### src/rtl/nco_pkg.sv
package nco_pkg;
  localparam int ADDR_W = 3;
  localparam logic [ADDR_W-1:0] FREQ_BASE = 3'd0;
  localparam logic [ADDR_W-1:0] PHS_BASE  = 3'd2;
  localparam logic [ADDR_W-1:0] CTRL_ADDR = 3'd4;

  typedef struct packed {
    logic pin_mode;
    logic psel;
    logic fsel;
  } ctrl_t;
endpackage

### src/rtl/nco_regfile.sv
module nco_regfile
  import nco_pkg::*;
#(
  parameter int ACC_W = 28,
  parameter int PH_W  = 12,
  parameter int NSET  = 2
) (
  input  logic                        clk,
  input  logic                        rst,
  input  logic                        wr_en,
  input  logic [ADDR_W-1:0]           wr_addr,
  input  logic [ACC_W-1:0]            wr_data,
  output logic [NSET-1:0][ACC_W-1:0]  freq_words,
  output logic [NSET-1:0][PH_W-1:0]   phase_words,
  output ctrl_t                       ctrl_q
);

  for (genvar g = 0; g < NSET; g++) begin : g_set
    localparam logic [ADDR_W-1:0] FA = FREQ_BASE + ADDR_W'(g);
    localparam logic [ADDR_W-1:0] PA = PHS_BASE + ADDR_W'(g);

    always_ff @(posedge clk) begin
      if (rst) begin
        freq_words[g]  <= '0;
        phase_words[g] <= '0;
      end else if (wr_en) begin
        if (wr_addr == FA) freq_words[g]  <= wr_data;
        if (wr_addr == PA) phase_words[g] <= wr_data[PH_W-1:0];
      end
    end


    freq_load_chk: assert property (@(posedge clk) disable iff (rst)
      (wr_en && wr_addr == FA) |=> freq_words[g] == $past(wr_data));

    phase_load_chk: assert property (@(posedge clk) disable iff (rst)
      (wr_en && wr_addr == PA) |=> phase_words[g] == $past(wr_data[PH_W-1:0]));
  end

  always_ff @(posedge clk) begin
    if (rst)                             ctrl_q <= '0;
    else if (wr_en && wr_addr == CTRL_ADDR) ctrl_q <= ctrl_t'(wr_data[2:0]);
  end


  unmapped_write_chk: assert property (@(posedge clk) disable iff (rst)
    (wr_en && wr_addr > CTRL_ADDR) |=>
      ($stable(freq_words) && $stable(phase_words) && $stable(ctrl_q)));

endmodule

### src/rtl/nco_pin_capture.sv
module nco_pin_capture #(
  parameter int NPIN = 2
) (
  input  logic            clk,
  input  logic            rst,
  input  logic [NPIN-1:0] pins_in,
  output logic [NPIN-1:0] pins_q
);

  for (genvar g = 0; g < NPIN; g++) begin : g_pin
    always_ff @(negedge clk) begin
      if (rst) pins_q[g] <= 1'b0;
      else     pins_q[g] <= pins_in[g];
    end
  end

endmodule

### src/rtl/nco_accum.sv
module nco_accum #(
  parameter int ACC_W = 28,
  parameter int PH_W  = 12
) (
  input  logic             clk,
  input  logic             rst,
  input  logic [ACC_W-1:0] step_word,
  input  logic [PH_W-1:0]  offset_word,
  output logic [PH_W-1:0]  phase_out
);

  localparam int TOP_LO = ACC_W - PH_W;

  logic [ACC_W-1:0] acc_q;

  always_ff @(posedge clk) begin
    if (rst) begin
      acc_q     <= '0;
      phase_out <= '0;
    end else begin
      acc_q     <= acc_q + step_word;
      phase_out <= acc_q[ACC_W-1:TOP_LO] + offset_word;
    end
  end


  reset_clear_chk: assert property (@(posedge clk)
    rst |=> (acc_q == '0 && phase_out == '0));

  acc_step_chk: assert property (@(posedge clk) disable iff (rst)
    !$past(rst) |-> acc_q == ACC_W'($past(acc_q) + $past(step_word)));

  phase_sum_chk: assert property (@(posedge clk) disable iff (rst)
    !$past(rst) |-> phase_out ==
      PH_W'($past(acc_q[ACC_W-1:TOP_LO]) + $past(offset_word)));

endmodule

### src/rtl/nco_phase_gen.sv
module nco_phase_gen
  import nco_pkg::*;
#(
  parameter int ACC_W = 28,
  parameter int PH_W  = 12
) (
  input  logic                clk,
  input  logic                rst,
  input  logic                wr_en,
  input  logic [ADDR_W-1:0]   wr_addr,
  input  logic [ACC_W-1:0]    wr_data,
  input  logic                fsel_pin,
  input  logic                psel_pin,
  output logic [PH_W-1:0]     phase_out
);

  localparam int NSET = 2;

  logic [NSET-1:0][ACC_W-1:0] freq_words;
  logic [NSET-1:0][PH_W-1:0]  phase_words;
  ctrl_t                      ctrl_q;
  logic [1:0]                 pins_q;
  logic                       fsel_eff;
  logic                       psel_eff;

  nco_regfile #(.ACC_W(ACC_W), .PH_W(PH_W), .NSET(NSET)) u_regs (
    .clk        (clk),
    .rst        (rst),
    .wr_en      (wr_en),
    .wr_addr    (wr_addr),
    .wr_data    (wr_data),
    .freq_words (freq_words),
    .phase_words(phase_words),
    .ctrl_q     (ctrl_q)
  );

  nco_pin_capture #(.NPIN(2)) u_pins (
    .clk    (clk),
    .rst    (rst),
    .pins_in({psel_pin, fsel_pin}),
    .pins_q (pins_q)
  );

  always_comb begin
    fsel_eff = ctrl_q.pin_mode ? pins_q[0] : ctrl_q.fsel;
    psel_eff = ctrl_q.pin_mode ? pins_q[1] : ctrl_q.psel;
  end

  nco_accum #(.ACC_W(ACC_W), .PH_W(PH_W)) u_accum (
    .clk        (clk),
    .rst        (rst),
    .step_word  (freq_words[fsel_eff]),
    .offset_word(phase_words[psel_eff]),
    .phase_out  (phase_out)
  );


  ctrl_load_chk: assert property (@(posedge clk) disable iff (rst)
    (wr_en && wr_addr == CTRL_ADDR) |=> ctrl_q == ctrl_t'($past(wr_data[2:0])));

endmodule

### config.mk
export PLATFORM = sky130hd
export DESIGN_NAME = nco_phase_gen
export DESIGN_NICKNAME = d
export VERILOG_FILES = /design/src/rtl/nco_pkg.sv /design/src/rtl/nco_regfile.sv /design/src/rtl/nco_pin_capture.sv /design/src/rtl/nco_accum.sv /design/src/rtl/nco_phase_gen.sv
export SDC_FILE = /design/constraint.sdc
export NUM_CORES = 1
export LEC_CHECK = 0
export CELL_PAD_IN_SITES_DETAIL_PLACEMENT = 0
export CELL_PAD_IN_SITES_GLOBAL_PLACEMENT = 1
export CORE_ASPECT_RATIO = 1.4
export CORE_MARGIN = 5
export CORE_UTILIZATION = 49
export CTS_BUF_LIST = sky130_fd_sc_hd__clkbuf_8
export CTS_CLUSTER_SIZE = 8
export DETAILED_ROUTE_END_ITERATION = 10
export GPL_TIMING_DRIVEN = 0
export PLACE_DENSITY_LB_ADDON = 0.2
export SYNTH_ARGS = -nofsm -noshare
export SYNTH_HDL_FRONTEND = slang
export SYNTH_SLANG_ARGS = --single-unit
### constraint.sdc
create_clock -name clk -period 10.6 [get_ports clk]
set_clock_uncertainty 0.05 [all_clocks]
set_input_delay 3.18 -clock clk [delete_from_list [all_inputs] [get_ports clk]]
set_output_delay 3.18 -clock clk [all_outputs]
set_load 0.05 [all_outputs]
Word-level counts from Yosys, hierarchy flattened --
Cells that the tools add are included.
Word-level totals: bits in registers 125, input port bits 36, output and inout port bits 12
Cells by class: add/sub/neg operators 2, magnitude comparators 2, equality and inequality tests 4, muxes and demuxes 6, reduce and logical (&&, ||, !) cells 6
Operators with widths (count):
- $mux W28 | 2
- $add A28 B28 Y28 | 1
- $mux W12 | 2
- $add A12 B12 Y12 | 1
- $reduce_and A2 Y1 | 4
- $eq A3 B2 Y1 const B | 2
- $lt A1 B2 Y1 const B | 2
- $eq A3 B1 Y1 const B | 1
- $eq A3 B3 Y1 const B | 1
- $logic_not A3 Y1 | 1
- $mux W1 | 2
- $logic_and A1 B1 Y1 | 1

Depth between registers and ports, before layout --
Gate-level depths: netlist (run 1).
depth in word-level cells 4, mapped depth 13

Hierarchy --
A second synthesis (run 1) with hierarchy kept.
Unflattened totals: cell total of the unflattened synthesis 724, area total of the unflattened synthesis 7065.5 µm²
Modules (own cells, without submodules):
- nco_regfile | times used 1, cells each 304, area an instance 3350.7 µm², sequential area each 1661.6 µm²
- nco_accum | times used 1, cells each 370, area an instance 3062.9 µm², sequential area each 800.8 µm²
- nco_phase_gen | times used 1, cells each 45, area an instance 595.6 µm², sequential area each 0.0 µm²
- nco_pin_capture | times used 1, cells each 5, area an instance 56.3 µm², sequential area each 40.0 µm²

==> load_flow_metrics.sql, run 1 <==
INSERT INTO impl_metrics (metric_group, metric, value, unit) VALUES
('clock_tree', 'cts.repair.resized', '0', ''),
('floorplanning', 'die_width', '105.7', 'um'),
('final_layout', 'num_antenna_cells', '0', ''),
('placed_design', 'detailed_place_hpwl', '12.88', 'mm'),
('setup_path', 'path_common_cell', 'sky130_fd_sc_hd__nor2_1', ''),
('power', 'internal_power', '762.7', 'uW'),
('setup_path', 'critPathRequiredTime', '10.85', 'ns'),
('global_route', 'grt_antenna_before_repair', '0', ''),
('yosys', 'ys_async_sr_fraction', '0', ''),
('setup_path', 'regToRegSetupSlack', '0.58', 'ns'),
('final_layout', 'fill_cells', '1184', ''),
('final_layout', 'drive_gt1_frac', '0.09762', ''),
('global_route', 'grt_util_all_layers', '0.2341', ''),
('power', 'power.net_switching', '257.6', 'uW'),
('timing', 'setup_repair_after_global_routing_missed_its_margin', 'false', ''),
('clock_tree', 'tritoncts_num_sinks', '125', ''),
('clock_tree', 'cts_setup_buffers', '0', ''),
('power', 'netSwitchingFraction', '0.2525', ''),
('global_route', 'first_global_vias', '5592', ''),
('timing', 'final.setup.tns', '0', 'ns'),
('power', 'static-leakage-power', '0.002893', 'uW'),
('detailed_routing', 'dr.pass1.iters', '5', ''),
('yosys', 'synthCells', '760', ''),
('timing', 'hold_ws', '0.4013', 'ns'),
('floorplanning', 'core-area', '0.01269', 'mm^2'),
('clock_tree', 'clk_pin_slew_worst_paths', '0.07', 'ns'),
('clock_tree', 'cts-htree-levels', '4', ''),
('floorplanning', 'die_height', '143.9', 'um'),
('yosys', 'area_contributors_post_synth', 'sky130_fd_sc_hd__dfxtp_1 40%, sky130_fd_sc_hd__nand2_1 11%, sky130_fd_sc_hd__a21oi_1 8.8%, sky130_fd_sc_hd__ha_1 8.0%, sky130_fd_sc_hd__mux2_2 6.8%', ''),
('clock_tree', 'clk_path_buf_depth', '2', ''),
('power', 'clkPwrFrac', '0.438', ''),
('setup_path', 'max_stage_delay', '0.95', 'ns'),
('clock_tree', 'cts_hold_repair.buffers', '0', ''),
('yosys', 'yosys_warnings', '0', ''),
('yosys', 'net_count_synth', '838', ''),
('yosys', 'synth_top_area_frac', '0.3986', ''),
('floorplanning', 'std_cell_rows', '49', ''),
('detailed_routing', 'postRouteWirelength', '17.21', 'mm'),
('floorplanning', 'effective_utilization_at_floorplan', '0.4947', ''),
('final_layout', 'utilization', '0.5808', ''),
('placed_design', 'placement.cell_area', '0.006940', 'mm^2'),
('setup_path', 'path_max_fanout', '10', ''),
('detailed_routing', 'total_via_count_in_the_routed_design', '5513', ''),
('power', 'largest_voltage_drop_on_the_vdd_net', '0.00007204', 'V'),
('yosys', 'syn_avg_cell_area', '8.261', 'um^2'),
('setup_path', 'critical_path.cell_chain', 'mux2i_1 > clkbuf_1 > mux2_2 > ha_1 > nand3_1 > nor2_1 > o211ai_1 > o31ai_1 > a31oi_1 > xnor2_1 > nor2_1', ''),
('setup_path', 'endpoint_class_of_the_critical_path', 'register', ''),
('global_route', 'grt_first_pass_wirelength', '27.68', 'mm'),
('global_route', 'grt_max_degree', '17', ''),
('global_route', 'globalRoute.totalOverflow', '0', ''),
('clock_tree', 'clock_tree_from_tritoncts', 'done', ''),
('setup_path', 'critical_path.n_buffers_inverters', '1', ''),
('final_layout', 'finish.net_count', '905', ''),
('run_status', 'outcome', 'finished clean', ''),
('clock_tree', 'clk-insertion-delay-late', '0.44', 'ns'),
('power', 'sequentialPowerShare', '0.477', ''),
('detailed_routing', 'dr.first_iter.drc_count', '220', ''),
('placed_design', 'buffer_ports.inserted', '47', ''),
('detailed_routing', 'postRouteAntennaNets', '0', ''),
('timing', 'report.final.setup_viol', '0', ''),
('job', 'max_cap_violations', '0', ''),
('timing', 'worstMarginPinSlew', '1.251', 'ns'),
('setup_path', 'crit_family', 'multiplexers', ''),
('timing', 'hold_viol', '0', ''),
('yosys', 'post_synth_edffs', '0', ''),
('power', 'cellPowerDensity', '138.4', 'mW/mm^2'),
('timing', 'final_report_max_slew_violation_count', '0', ''),
('yosys', 'yosys.cell_types.count', '50', ''),
('setup_path', 'cp-startpoint', 'u_pins.pins_q[0]', ''),
('detailed_routing', 'post_drt_via_cell_ratio', '5.552', ''),
('clock_tree', 'cts_made_buffers', '17', '');
-- final timing paths --
kind / cells past startpoint / to
max: 11 / u_accum.acc_q[27]
min: 2 / u_regs.freq_words[47]
max reg2reg: 11 / u_accum.acc_q[27]
min reg2reg: 2 / u_regs.freq_words[47]
-- cells by family (layout without fill, tap and decap cells) --
group	after synthesis	after routing	synth area share
AO/OA/AOI/OAI	176	176	0.1658
XOR/XNOR	28	28	0.03906
adder cells (fa/ha/maj)	42	42	0.08609
buffers and inverters	45	125	0.02690
flip-flops	125	125	0.3986
multiplexers	50	50	0.08888
AND/OR/NAND/NOR	294	294	0.1947
-- synth_stat cells (2+ instances only) --
cell type and number:
sky130_fd_sc_hd__nand2_1 187, sky130_fd_sc_hd__dfxtp_1 125, sky130_fd_sc_hd__a21oi_1 111, sky130_fd_sc_hd__nor2_1 57
sky130_fd_sc_hd__ha_1 40, sky130_fd_sc_hd__mux2_2 38, sky130_fd_sc_hd__clkbuf_1 32, sky130_fd_sc_hd__xor2_1 18
sky130_fd_sc_hd__nor2b_1 16, sky130_fd_sc_hd__inv_1 11, sky130_fd_sc_hd__o21ai_0 11, sky130_fd_sc_hd__xnor2_1 10
sky130_fd_sc_hd__a21o_1 8, sky130_fd_sc_hd__mux2i_1 7, sky130_fd_sc_hd__nand3_1 6, sky130_fd_sc_hd__o211ai_1 6
sky130_fd_sc_hd__o21ai_1 6, sky130_fd_sc_hd__a211oi_1 5, sky130_fd_sc_hd__nand2b_1 5, sky130_fd_sc_hd__or2_2 5
sky130_fd_sc_hd__and3_1 4, sky130_fd_sc_hd__mux2_1 4, sky130_fd_sc_hd__nor3_1 4, sky130_fd_sc_hd__o31ai_1 4
sky130_fd_sc_hd__a31oi_1 3, sky130_fd_sc_hd__a41oi_1 3, sky130_fd_sc_hd__o21a_1 3, sky130_fd_sc_hd__o21bai_1 3
sky130_fd_sc_hd__buf_1 2, sky130_fd_sc_hd__fa_1 2, sky130_fd_sc_hd__nand4_1 2, sky130_fd_sc_hd__o2111ai_1 2
sky130_fd_sc_hd__o31a_1 2, sky130_fd_sc_hd__or3_1 2
-- flip-flops by register name, indices dropped and copies added (netlist names) --
name,flops
u_regs.phase_words,24
u_pins.pins_q,2
u_regs.ctrl_q,3
u_regs.freq_words,56
u_accum.acc_q,28
u_accum.phase_out,12
-- power groups by stage --
stage / registers (uW) / clock network [uW] / logic, uW
finish: 487 / 447 / 86.0
global route: 488 / 478 / 94.4
CTS: 487 / 453 / 86.2
detailed placement: 498 / 1.77 / 85.8
global placement: 497 / 1.77 / 84.0
floorplan: 500 / 1.77 / 44.9
-- worst reg2reg max path: cells and delay by family, from the launching register on --
| family | cells | cell delay (ns) |
|---|---|---|
| compound gates | 3 | 1.23 |
| buf+inv | 1 | 0.71 |
| fa+ha+maj | 1 | 0.37 |
| simple gates | 3 | 0.34 |
| xor+xnor | 1 | 0.23 |
| mux | 2 | 1.38 |
| flops | 1 | 0.28 |
-- cells in the final DEF, fill, tap and decap left out, types with 5 or more instances in the layout --
cell                              count
sky130_fd_sc_hd__nor2b_1             16
sky130_fd_sc_hd__mux2_2              38
sky130_fd_sc_hd__nor2_1              57
sky130_fd_sc_hd__a21oi_1            111
sky130_fd_sc_hd__a21o_1               8
sky130_fd_sc_hd__nand3_1              6
sky130_fd_sc_hd__clkbuf_1            32
sky130_fd_sc_hd__inv_1               12
sky130_fd_sc_hd__xnor2_1             10
sky130_fd_sc_hd__o21ai_0             11
sky130_fd_sc_hd__o21ai_1              6
sky130_fd_sc_hd__xor2_1              18
sky130_fd_sc_hd__nand2b_1             5
sky130_fd_sc_hd__or2_2                5
sky130_fd_sc_hd__a211oi_1             5
sky130_fd_sc_hd__ha_1                40
sky130_fd_sc_hd__o211ai_1             6
sky130_fd_sc_hd__clkbuf_8            19
sky130_fd_sc_hd__mux2i_1              7
sky130_fd_sc_hd__nand2_1            187
sky130_fd_sc_hd__clkdlybuf4s50_1     47
sky130_fd_sc_hd__dfxtp_1            125
-- metrics by stage --
stage                     worst slack (ns)  std cells  total power (uW)
after global placement              0.3474        960             583.1
final                               0.5835        993              1020
after global routing                0.3087        993              1061
after CTS                           0.6067        993              1026
after detailed placement            0.3328        960             585.5
after floorplan                      1.337        760             547.1
-- routing by layer --
layer	part of all wire	GRT usage	vias to the layer above
met5	0	0	-
met4	0.037	0.1160	0
met3	0.035	0.03775	44
met2	0.51	0.4291	131
met1	0.41	0.2625	2601
li1	-	-	2737
-- area by class of cell --
cell class,instances,area (um^2),area share
buffer,34,127.6,0.01731
clock buffer,19,261.5,0.03548
clock inverter,15,172.7,0.02343
inverter,10,37.54,0.005093
multi-input combinational,590,3607,0.4894
sequential,125,2502,0.3395
tap,153,191.4,0.02597
timing repair buffer,47,470.5,0.06383
Note: power is estimated with default switching activity, not from simulation.
==> inputs of run 2 (changes only) <==
Settings changed: MAX_ROUTING_LAYER from default to met4.
==> load_flow_metrics.sql, run 2 (same netlist as run 1, synthesis figures left out) <==
INSERT INTO impl_metrics (metric_group, metric, value, unit) VALUES
('setup_path', 'path_max_fanout', '10', ''),
('final_layout', 'layout.cells.most_common_list', '187 x sky130_fd_sc_hd__nand2_1, 125 x sky130_fd_sc_hd__dfxtp_1, 111 x sky130_fd_sc_hd__a21oi_1', ''),
('clock_tree', 'cts.repair.resized', '0', ''),
('final_layout', 'num_antenna_cells', '0', ''),
('setup_path', 'slowest_stage', 'sky130_fd_sc_hd__mux2i_1', ''),
('timing', 'worstMarginPinSlew', '1.285', 'ns'),
('global_route', 'first_global_vias', '5520', ''),
('timing', 'report.final.setup_viol', '0', ''),
('setup_path', 'max_stage_delay', '0.98', 'ns'),
('clock_tree', 'cts_made_buffers', '17', ''),
('final_layout', 'reg_top3', 'u_regs.freq_words (56), u_accum.acc_q (28), u_regs.phase_words (24)', ''),
('final_layout', 'fin_cells', '993', ''),
('setup_path', 'crit_family', 'multiplexers', ''),
('timing', 'hold_ws', '0.4040', 'ns'),
('final_layout', 'finish.net_count', '905', ''),
('final_layout', 'largest_reg_flops', '56', ''),
('placed_design', 'detailed_place_hpwl', '12.98', 'mm'),
('setup_path', 'critical_path.startpoint_type', 'register', ''),
('clock_tree', 'tritoncts_num_sinks', '125', ''),
('power', 'power.net_switching', '255.9', 'uW'),
('power', 'sequentialPowerShare', '0.497', ''),
('floorplanning', 'std_cell_rows', '49', ''),
('clock_tree', 'clock-root-buffer', 'sky130_fd_sc_hd__clkbuf_8', ''),
('timing', 'worst_slew_margin_rel', '0.1189', ''),
('power', 'clkPwrFrac', '0.414', ''),
('setup_path', 'critical_path.n_buffers_inverters', '2', ''),
('setup_path', 'criticalPathCategory', 'reg -> reg', ''),
('hold_path', 'hold_path_class', 'reg -> reg', ''),
('detailed_routing', 'post_drt_via_cell_ratio', '5.489', ''),
('final_layout', 'top_register', 'u_regs.freq_words', ''),
('clock_tree', 'cts-htree-levels', '4', ''),
('clock_tree', 'clock_tree_from_tritoncts', 'done', ''),
('detailed_routing', 'postRouteAntennaNets', '0', ''),
('run_status', 'outcome', 'finished clean', ''),
('detailed_routing', 'total_via_count_in_the_routed_design', '5451', ''),
('clock_tree', 'cts_hold_repair.buffers', '0', ''),
('job', 'max_cap_violations', '0', ''),
('global_route', 'grt_antenna_before_repair', '0', ''),
('setup_path', 'critical_path.cell_chain', 'mux2i_1 > clkbuf_1 > mux2_2 > ha_1 > clkbuf_1 > a21oi_1 > o21ai_1 > a221o_1 > a311o_1 > a31oi_1 > xnor2_1 > nor2_1', ''),
('timing', 'setup_repair_after_global_routing_missed_its_margin', 'false', ''),
('floorplanning', 'effective_utilization_at_floorplan', '0.4947', ''),
('power', 'cellPowerDensity', '133.7', 'mW/mm^2'),
('power', 'largest_voltage_drop_on_the_vdd_net', '0.00008032', 'V'),
('detailed_routing', 'postRouteWirelength', '17.30', 'mm'),
('detailed_routing', 'route.detailed.wl_per_inst', '17.42', 'um'),
('timing', 'final_report_max_slew_violation_count', '0', ''),
('power', 'netSwitchingFraction', '0.2612', ''),
('global_route', 'globalRoute.totalOverflow', '0', ''),
('placed_design', 'place.detailed.instances', '960', ''),
('placed_design', 'gp_routability_congestion', '0.8949', ''),
('floorplanning', 'die_width', '105.7', 'um'),
('timing', 'final.setup.tns', '0', 'ns'),
('power', 'power.combinational.fraction', '0.088', ''),
('detailed_routing', 'dr.pass1.iters', '5', ''),
('final_layout', 'drive_gt1_frac', '0.09405', ''),
('power', 'internal_power', '723.7', 'uW'),
('timing', 'hold_viol', '0', ''),
('detailed_routing', 'drc', '0', ''),
('power', 'static-leakage-power', '0.002876', 'uW'),
('placed_design', 'buffer_ports.inserted', '47', ''),
('clock_tree', 'clk-insertion-delay-late', '0.44', 'ns'),
('clock_tree', 'clk_path_buf_depth', '2', ''),
('floorplanning', 'core-area', '0.01269', 'mm^2'),
('floorplanning', 'die_height', '143.9', 'um'),
('clock_tree', 'cts_setup_buffers', '0', ''),
('final_layout', 'final_common_cell', 'sky130_fd_sc_hd__nand2_1', ''),
('setup_path', 'path_common_cell', 'sky130_fd_sc_hd__clkbuf_1', ''),
('global_route', 'grt_max_degree', '17', ''),
('setup_path', 'critPathRequiredTime', '10.84', 'ns'),
('floorplanning', 'die-area', '0.01521', 'mm^2'),
('global_route', 'grt_util_all_layers', '0.2453', ''),
('clock_tree', 'clk_pin_slew_worst_paths', '0.07', 'ns'),
('global_route', 'grt_first_pass_wirelength', '28.19', 'mm'),
('floorplanning', 'floorplan.io_pins', '48', ''),
('setup_path', 'endpoint_class_of_the_critical_path', 'register', ''),
('setup_path', 'arrival_worst_endpoint', '10.22', 'ns'),
('final_layout', 'layout-area-overhead-vs-synth', '16.70', '%'),
('detailed_routing', 'dr.first_iter.drc_count', '255', '');
-- run 2: path summary, 6_finish.rpt --
path	start	end	slack (ns)	cells after the start
setup / recovery	u_pins.pins_q[0]	u_accum.acc_q[27]	0.62	12
hold / removal	u_regs.phase_words[11]	u_regs.phase_words[11]	0.40	2
setup reg to reg	u_pins.pins_q[0]	u_accum.acc_q[27]	0.62	12
hold reg to reg	u_regs.phase_words[11]	u_regs.phase_words[11]	0.40	2
-- run 2: power by group through the flow --
stage	Clock, uW	Combinational, uW	Sequential (uW)
after floorplan	1.77	44.9	500
after global placement	1.77	84.6	497
after detailed placement	1.77	86.0	498
after CTS	411	86.5	487
after global routing	434	94.8	488
final	406	86.4	487
-- run 2: worst reg2reg max path, stage by stage (launching register included) --
cell	delay, ns
sky130_fd_sc_hd__dfxtp_1	0.29
sky130_fd_sc_hd__mux2i_1	0.98
sky130_fd_sc_hd__clkbuf_1	0.73
sky130_fd_sc_hd__mux2_2	0.42
sky130_fd_sc_hd__ha_1	0.26
sky130_fd_sc_hd__clkbuf_1	0.21
sky130_fd_sc_hd__a21oi_1	0.24
sky130_fd_sc_hd__o21ai_1	0.13
sky130_fd_sc_hd__a221o_1	0.40
sky130_fd_sc_hd__a311o_1	0.33
sky130_fd_sc_hd__a31oi_1	0.27
sky130_fd_sc_hd__xnor2_1	0.17
sky130_fd_sc_hd__nor2_1	0.05
-- run 2: per-layer routing --
layer	vias up	wire length, um	track usage
met5	-	0	-
li1	2738	-	-
met1	2585	7439	0.2806
met2	109	9027	0.4456
met3	19	587	0.03146
met4	0	248	0.07776
-- run 2: cell type report --
cell class,instances,area (um^2)
repair buffers,47,470.5
inverters,10,37.54
clock buffers,17,234.0
clock inverters,17,156.4
plain buffers,34,127.6
fillers,1168,5364
well taps,153,191.4
multi-input cells,590,3607
flip-flops and latches,125,2502
-- run 2: stage by stage --
step	area [um^2]	setup WS (ns)	util	total power [uW]
floorplan	6279	1.337	-	547.1
global placement	6940	0.2750	0.5469	583.7
detailed placement	6940	0.2279	0.5469	585.8
CTS	7327	0.5843	0.5773	984.3
global route	7327	0.3403	0.5773	1017
finish	7327	0.6172	0.5773	979.6
